===== src/rtl/irqc_pkg.sv =====
package irqc_pkg;

    localparam int unsigned NSRC      = 64;
    localparam int unsigned IDX_W     = $clog2(NSRC);
    localparam int unsigned PRIO_W    = 4;
    localparam int unsigned REG_W     = 32;
    localparam int unsigned PER_WORD  = REG_W / PRIO_W;
    localparam int unsigned NWORDS    = NSRC / PER_WORD;
    localparam int unsigned HALF      = NSRC / 2;
    localparam int unsigned THR_W     = PRIO_W + 1;

    localparam logic [7:0] A_CTRL   = 8'h00;
    localparam logic [7:0] A_THR    = 8'h04;
    localparam logic [7:0] A_ENNUM  = 8'h08;
    localparam logic [7:0] A_DISNUM = 8'h0C;
    localparam logic [7:0] A_ENH    = 8'h10;
    localparam logic [7:0] A_ENL    = 8'h14;
    localparam logic [7:0] A_RTH    = 8'h18;
    localparam logic [7:0] A_RTL    = 8'h1C;
    localparam logic [7:0] A_NVEC   = 8'h40;
    localparam logic [7:0] A_FVEC   = 8'h44;
    localparam logic [7:0] A_SRCH   = 8'h48;
    localparam logic [7:0] A_SRCL   = 8'h4C;
    localparam logic [7:0] A_FRCH   = 8'h50;
    localparam logic [7:0] A_FRCL   = 8'h54;
    localparam logic [7:0] A_NPH    = 8'h58;
    localparam logic [7:0] A_NPL    = 8'h5C;
    localparam logic [7:0] A_FPH    = 8'h60;
    localparam logic [7:0] A_FPL    = 8'h64;

    localparam logic [15:0]      VEC_IDLE = 16'hFFFF;
    localparam logic [THR_W-1:0] THR_RST  = 5'h1F;

    typedef struct packed {
        logic              valid;
        logic [IDX_W-1:0]  idx;
        logic [PRIO_W-1:0] prio;
    } win_t;

    // Priority words occupy 0x20..0x3C, highest word at lowest address.
    function automatic logic is_prio_addr(input logic [7:0] a);
        return (a[7:5] == 3'b001) && (a[1:0] == 2'b00);
    endfunction

    function automatic logic [2:0] prio_word_of(input logic [7:0] a);
        return ~a[4:2];
    endfunction

    function automatic logic [REG_W-1:0] vec_word(input win_t w);
        logic [15:0] code;
        code = w.valid ? 16'(w.idx) : VEC_IDLE;
        return {code, 16'h0000};
    endfunction

endpackage


===== src/rtl/irqc_regs.sv =====
module irqc_regs
    import irqc_pkg::*;
(
    input  logic                     clk,
    input  logic                     rst,
    input  logic                     wr_en,
    input  logic [7:0]               addr,
    input  logic [REG_W-1:0]         wdata,
    output logic [REG_W-1:0]         ctrl,
    output logic [THR_W-1:0]         thr,
    output logic [NSRC-1:0]          en,
    output logic [NSRC-1:0]          route,
    output logic [NSRC-1:0]          frc,
    output logic [NWORDS*REG_W-1:0]  prio_flat
);

    logic [NWORDS-1:0][REG_W-1:0] pwords;
    logic                         num_ok;

    assign num_ok    = (wdata < REG_W'(NSRC));
    assign prio_flat = pwords;

    always_ff @(posedge clk) begin
        if (rst) begin
            ctrl   <= '0;
            thr    <= THR_RST;
            en     <= '0;
            route  <= '0;
            frc    <= '0;
            pwords <= '0;
        end else if (wr_en) begin
            if (is_prio_addr(addr)) begin
                pwords[prio_word_of(addr)] <= wdata;
            end else begin
                case (addr)
                    A_CTRL:   ctrl <= wdata;
                    A_THR:    thr  <= wdata[THR_W-1:0];
                    A_ENNUM:  if (num_ok) en[wdata[IDX_W-1:0]] <= 1'b1;
                    A_DISNUM: if (num_ok) en[wdata[IDX_W-1:0]] <= 1'b0;
                    A_ENH:    en[NSRC-1:HALF]    <= wdata;
                    A_ENL:    en[HALF-1:0]       <= wdata;
                    A_RTH:    route[NSRC-1:HALF] <= wdata;
                    A_RTL:    route[HALF-1:0]    <= wdata;
                    A_FRCH:   frc[NSRC-1:HALF]   <= wdata;
                    A_FRCL:   frc[HALF-1:0]      <= wdata;
                    default:  ;
                endcase
            end
        end
    end

    p_thr_reset_r1: assert property (@(posedge clk)
        rst |=> (thr == THR_RST && en == '0 && route == '0));

    p_ennum_sets_r2: assert property (@(posedge clk) disable iff (rst)
        (wr_en && addr == A_ENNUM && wdata < REG_W'(NSRC))
        |=> en[$past(wdata[IDX_W-1:0])]);

    p_disnum_clears_r2: assert property (@(posedge clk) disable iff (rst)
        (wr_en && addr == A_DISNUM && wdata < REG_W'(NSRC))
        |=> !en[$past(wdata[IDX_W-1:0])]);

    p_num_oob_ignored_r2: assert property (@(posedge clk) disable iff (rst)
        (wr_en && (addr == A_ENNUM || addr == A_DISNUM) && wdata >= REG_W'(NSRC))
        |=> $stable(en));

endmodule


===== src/rtl/irqc_arb.sv =====
module irqc_arb
    import irqc_pkg::*;
#(
    parameter bit USE_PRIO = 1'b1
)(
    input  logic                     clk,
    input  logic                     rst,
    input  logic [NSRC-1:0]          pend,
    input  logic [NWORDS*REG_W-1:0]  prio_flat,
    output win_t                     win
);

    logic [NSRC*PRIO_W-1:0] eff_prio;

    generate
        if (USE_PRIO) begin : g_ranked
            assign eff_prio = prio_flat;
        end else begin : g_by_number
            logic unused_prio;
            assign unused_prio = ^prio_flat;
            assign eff_prio    = '0;
        end
    endgenerate

    // Ascending scan with >= lets a later (higher-numbered) source take ties.
    always_comb begin
        win = '0;
        for (int n = 0; n < NSRC; n++) begin
            if (pend[n] && (eff_prio[n*PRIO_W +: PRIO_W] >= win.prio)) begin
                win.valid = 1'b1;
                win.idx   = IDX_W'(n);
                win.prio  = eff_prio[n*PRIO_W +: PRIO_W];
            end
        end
    end

    p_win_pending_r7: assert property (@(posedge clk) disable iff (rst)
        win.valid |-> pend[win.idx]);

    p_idle_only_empty_r8: assert property (@(posedge clk) disable iff (rst)
        !win.valid |-> (pend == '0));

endmodule


===== src/rtl/irqc_top.sv =====
module irqc_top
    import irqc_pkg::*;
(
    input  logic              clk,
    input  logic              rst,
    input  logic [7:0]        bus_addr,
    input  logic              bus_wr,
    input  logic              bus_rd,
    input  logic [31:0]       bus_wdata,
    output logic [31:0]       bus_rdata,
    input  logic [63:0]       src_in,
    output logic              irq_o,
    output logic              fiq_o
);

    logic [REG_W-1:0]         ctrl;
    logic [THR_W-1:0]         thr;
    logic [NSRC-1:0]          en, route, frc;
    logic [NWORDS*REG_W-1:0]  prio_flat;
    logic [NSRC-1:0]          live, npend, fpend;
    win_t                     nwin, fwin;
    logic [REG_W-1:0]         rd_mux;

    irqc_regs u_regs (
        .clk       (clk),
        .rst       (rst),
        .wr_en     (bus_wr),
        .addr      (bus_addr),
        .wdata     (bus_wdata),
        .ctrl      (ctrl),
        .thr       (thr),
        .en        (en),
        .route     (route),
        .frc       (frc),
        .prio_flat (prio_flat)
    );

    assign live  = (src_in | frc) & en;
    assign npend = live & ~route;
    assign fpend = live &  route;

    irqc_arb #(.USE_PRIO(1'b1)) u_norm_arb (
        .clk       (clk),
        .rst       (rst),
        .pend      (npend),
        .prio_flat (prio_flat),
        .win       (nwin)
    );

    irqc_arb #(.USE_PRIO(1'b0)) u_fast_arb (
        .clk       (clk),
        .rst       (rst),
        .pend      (fpend),
        .prio_flat (prio_flat),
        .win       (fwin)
    );

    assign irq_o = nwin.valid && (THR_W'(nwin.prio) > thr);
    assign fiq_o = |fpend;

    always_comb begin
        rd_mux = '0;
        if (is_prio_addr(bus_addr)) begin
            rd_mux = prio_flat[prio_word_of(bus_addr)*REG_W +: REG_W];
        end else begin
            case (bus_addr)
                A_CTRL:  rd_mux = ctrl;
                A_THR:   rd_mux = REG_W'(thr);
                A_ENH:   rd_mux = en[NSRC-1:HALF];
                A_ENL:   rd_mux = en[HALF-1:0];
                A_RTH:   rd_mux = route[NSRC-1:HALF];
                A_RTL:   rd_mux = route[HALF-1:0];
                A_NVEC:  rd_mux = vec_word(nwin);
                A_FVEC:  rd_mux = vec_word(fwin);
                A_SRCH:  rd_mux = src_in[NSRC-1:HALF];
                A_SRCL:  rd_mux = src_in[HALF-1:0];
                A_FRCH:  rd_mux = frc[NSRC-1:HALF];
                A_FRCL:  rd_mux = frc[HALF-1:0];
                A_NPH:   rd_mux = npend[NSRC-1:HALF];
                A_NPL:   rd_mux = npend[HALF-1:0];
                A_FPH:   rd_mux = fpend[NSRC-1:HALF];
                A_FPL:   rd_mux = fpend[HALF-1:0];
                default: rd_mux = '0;
            endcase
        end
    end

    always_ff @(posedge clk) begin
        if (rst)         bus_rdata <= '0;
        else if (bus_rd) bus_rdata <= rd_mux;
    end

    p_thr_blocks_r9: assert property (@(posedge clk) disable iff (rst)
        thr[PRIO_W] |-> !irq_o);

    p_irq_needs_pending_r9: assert property (@(posedge clk) disable iff (rst)
        irq_o |-> (npend != '0));

    p_fiq_has_vector_r10: assert property (@(posedge clk) disable iff (rst)
        fiq_o == fwin.valid);

    p_paths_disjoint_r4: assert property (@(posedge clk) disable iff (rst)
        !(nwin.valid && fwin.valid && nwin.idx == fwin.idx));

endmodule


===== config.mk =====
export PLATFORM = sky130hd
export DESIGN_NAME = irqc_top
export DESIGN_NICKNAME = d
export VERILOG_FILES = /design/src/rtl/irqc_pkg.sv /design/src/rtl/irqc_regs.sv /design/src/rtl/irqc_arb.sv /design/src/rtl/irqc_top.sv
export SDC_FILE = /design/constraint.sdc
export NUM_CORES = 2
export LEC_CHECK = 0
export BUFFER_PORTS_ARGS = -buffer_cell sky130_fd_sc_hd__buf_2
export CAP_MARGIN = 0
export CORE_UTILIZATION = 40
export CTS_CLUSTER_DIAMETER = 30
export DETAILED_ROUTE_END_ITERATION = 8
export GPL_TIMING_DRIVEN = 0
export HOLD_SLACK_MARGIN = 0.06
export PLACE_DENSITY = 0.62
export RECOVER_POWER = 100
export SLEW_MARGIN = 30
export SYNTH_ARGS = -nofsm -noshare
export SYNTH_HDL_FRONTEND = slang
export SYNTH_SLANG_ARGS = --single-unit

===== constraint.sdc =====
create_clock -name clk -period 126.4 [get_ports clk]
set_clock_uncertainty 0.2 [all_clocks]
set_input_delay 6.32 -clock clk [delete_from_list [all_inputs] [get_ports clk]]
set_output_delay 6.32 -clock clk [all_outputs]
set_load 0.01 [all_outputs]

==> results by group <==
Floorplan
  – Rows: around 110
  – Ports: 142
  – Die ar.: 0.0977 mm^2
  – Starting Density: 0.405
  – Die height: 313 um
  – Die width: between 300 and 400 um
  – Core ar.: 0.0953 mm^2

Run status
  – Failing checks: capacitance limit, slew limit
  – Outcome: finished with violations

Setup path
  – Crit-path max FO: 10
  – Worst r2r path cells: roughly 500
  – Critical Path RT: approximately 120 ns
  – Worst flop-to-flop path endpoint: bus_rdata[18]
  – Largest stage delay on the critical path: 0.53 ns
  – Worst Setup SP: src_in[0]
  – Worst Setup EP: irq_o
  – Slowest CP cell: a2111oi_2
  – CP startpoint kind: input pin
  – Reg-to-Reg Start: u_regs.en[0]
  – Worst R2R Setup Slack: 18.55 ns
  – Cell mode on critical path: ha_1
  – Worst setup EP type: output pin
  – CP Class: input pin to output pin
  – Worst Path Arrival: around 110 ns

GRT
  – GRT overflow: 0
  – Largest net degree at the start of global routing: 17
  – Global-route wire length before repair: 306000 um
  – Initial antenna violation count: 13
  – GRT Overall Usage: 0.444
  – Vias in the first global route: 40788

Synth
  – Area leader, netlist: dfxtp_1
  – Post-Syn Area: 0.0386 mm^2
  – Synth Register Bits: 517
  – Synth warn: 0
  – Mapped Cells: roughly 5400
  – FFs w/ async S/R, synth: 0
  – Syn_nets: approximately 5600
  – Synth top area cells: dfxtp_1, nand2_1, a21oi_1
  – Sequential element share of the synthesized area: 0.268
  – Main synth FF type: dfxtp_1
  – EDFF count, synth: 0
  – Unique masters post-synth: 145
  – Synth top area share: 0.268
  – Synthesized area per cell: 7.16 um^2

Drt
  – DR pass1 iterations: 8
  – WL final: 226000 um
  – Routed length per instance: ~32 um
  – Via Count: 46605
  – # DRC: 0
  – Initial DRC count: about 7700
  – Via density: 6.61
  – Routed Antenna Nets: 0

Place
  – Final RePlAce weighted congestion: 1.14
  – Port-buffer cells: 113
  – Detail Placement HPWL: between 150000 and 200000 um
  – Dpl cells: 6778

Cells and area
  – Most frequent cells in the layout: nand2_1, a21oi_1, dfxtp_1
  – Multi-input logic area: 0.0263 mm^2
  – Final #Nets: 5925
  – Final core occ: 0.482
  – Reg area: 0.0103 mm^2
  – P&R area growth vs syn: 19.1%
  – Ratio of cells with drive above 1 in the final layout: 0.129
  – FILL cells: 9613
  – Commonest non-fill, non-tap cell in the layout: nand2_1
  – Final cell count without fillers: 7052

STA
  – Setup Viol. Count Final: 0
  – Fin. max-slew vios: 18
  – Crit path time final: between 100 and 150 ns
  – Final hold violations: 0
  – Slew headroom: -0.165
  – Worst-Margin Slew: around 1.7 ns
  – Highest clock rate: 8.33 MHz
  – Final period utilization: 0.949

CTS
  – H-tree depth: 4
  – CTS Hold Buffers Added: 0
  – Clock root cell: clkbuf_16
  – CTS clk-pin slew, worst paths: roughly 0.040 ns
  – Clk_lat worst skew: 0.75 ns
  – Clock buffer depth: 3
  – Cts bufs inserted: between 100 and 150
  – CTS Sinks: between 500 and 600
  – TritonCTS clock tree: built

Pwr
  – Leak pwr: 16.0 nW
  – Peak supply drop: 12.5 uV
  – Power Dens Cells: 11.8 mW/mm^2

Min path
  – Hold/Removal Path Class: flip-flop to flip-flop
  – Worst Hold Launch: u_regs.ctrl[9]

Flow run
  – Max-Cap Viols: 2
==> kinds of logic (layout without fill, tap and decap cells) <==
group / after synthesis / count (layout) / synth area share
AND/OR/NAND/NOR: 2200 / 2201 / 0.251
AO/OA/AOI/OAI: 1744 / 1744 / 0.299
buffers and inverters: 579 / 967 / 0.0578
flip-flops: 517 / 517 / 0.268
multiplexers: 181 / 181 / 0.0707
adder cells (fa/ha/maj): 168 / 168 / 0.0532
other: 0 / 9 / 0
==> timing repair <==
item	in CTS	in global routing
setup buffers	0	19
resized for setup	0	55
setup endpoints to repair	0	1
==> area by class of cell <==
class	instances	area share
clock inverter	67	0.0162
antenna	9	0.000490
sequential	517	0.225
tap	1265	0.0345
inverter	233	0.0190
clock buffer	177	0.0841
multi-input combinational	4294	0.573
timing repair buffer	144	0.0165
buffer	346	0.0307
==> flip-flops by register name (all words and copies together), names as in the netlist <==
register,count
bus_rdata,32
u_regs.en,64
u_regs.frc,64
u_regs.ctrl,32
u_regs.route,64
u_regs.prio_flat,256
u_regs.thr,5
==> synthesized netlist by cell type (75+ instances only) <==
master    number
o211ai_1      78
nor2_1       333
nor3_1       178
a221oi_1     103
inv_1        232
clkbuf_1     292
a21oi_1      656
nand3_1       75
ha_1         144
dfxtp_1      517
nand2_1     1256
o21ai_0      306
==> critical path: cells and delay by family <==
family	cells	cell delay [ns]
AO/OA/AOI/OAI	181	38.26
AND/OR/NAND/NOR	166	26.15
adder cells (fa/ha/maj)	85	24.67
multiplexers	41	14.58
buffers and inverters	23	3.34
==> layer usage <==
metal | global-route usage | vias up | wire length, um
met3 | 0.170 | 785 | 35500
met4 | 0.285 | 4 | 17600
met5 | 0 | - | 51
li1 | - | 20066 | -
met1 | 0.588 | 22004 | 87500
met2 | 0.595 | 3746 | 85400
==> stage by stage <==
| step | power, mW | cell area [um^2] | hold WS, ns | setup slack [ns] | setup TNS [ns] |
|---|---|---|---|---|---|
| after detailed placement | 0.193 | 41000 | 0.248 | 2.36 | 0 |
| final | 0.543 | 45900 | 0.252 | 6.41 | 0 |
| after global placement | 0.192 | 40700 | 0.242 | 2.67 | 0 |
| after global routing | 0.549 | 45900 | 0.271 | -0.193 | -0.193 |
| after floorplan | 0.178 | 38600 | 0.236 | 17.14 | 0 |
| after CTS | 0.538 | 45600 | 0.254 | 1.91 | 0 |
==> worst min-delay path by stage <==
stage                      end  cells past startpoint
5_1_grt        u_regs.ctrl[11]                      2
2_1_floorplan  u_regs.ctrl[15]                      2
4_1_cts         u_regs.ctrl[9]                      2
3_3_place_gp    u_regs.ctrl[3]                      2
3_5_place_dp    u_regs.ctrl[9]                      2
6_report        u_regs.ctrl[9]                      2
==> power by group <==
group	internal, mW	total [mW]	switching (mW)	leakage (nW)
Clock	0.236	0.351	0.115	2.23
Sequential	0.164	0.165	0.000634	4.17
Combinational	0.00494	0.0270	0.0220	9.59
Total	0.406	0.543	0.137	16.0
(Power assumes the default switching activity.)
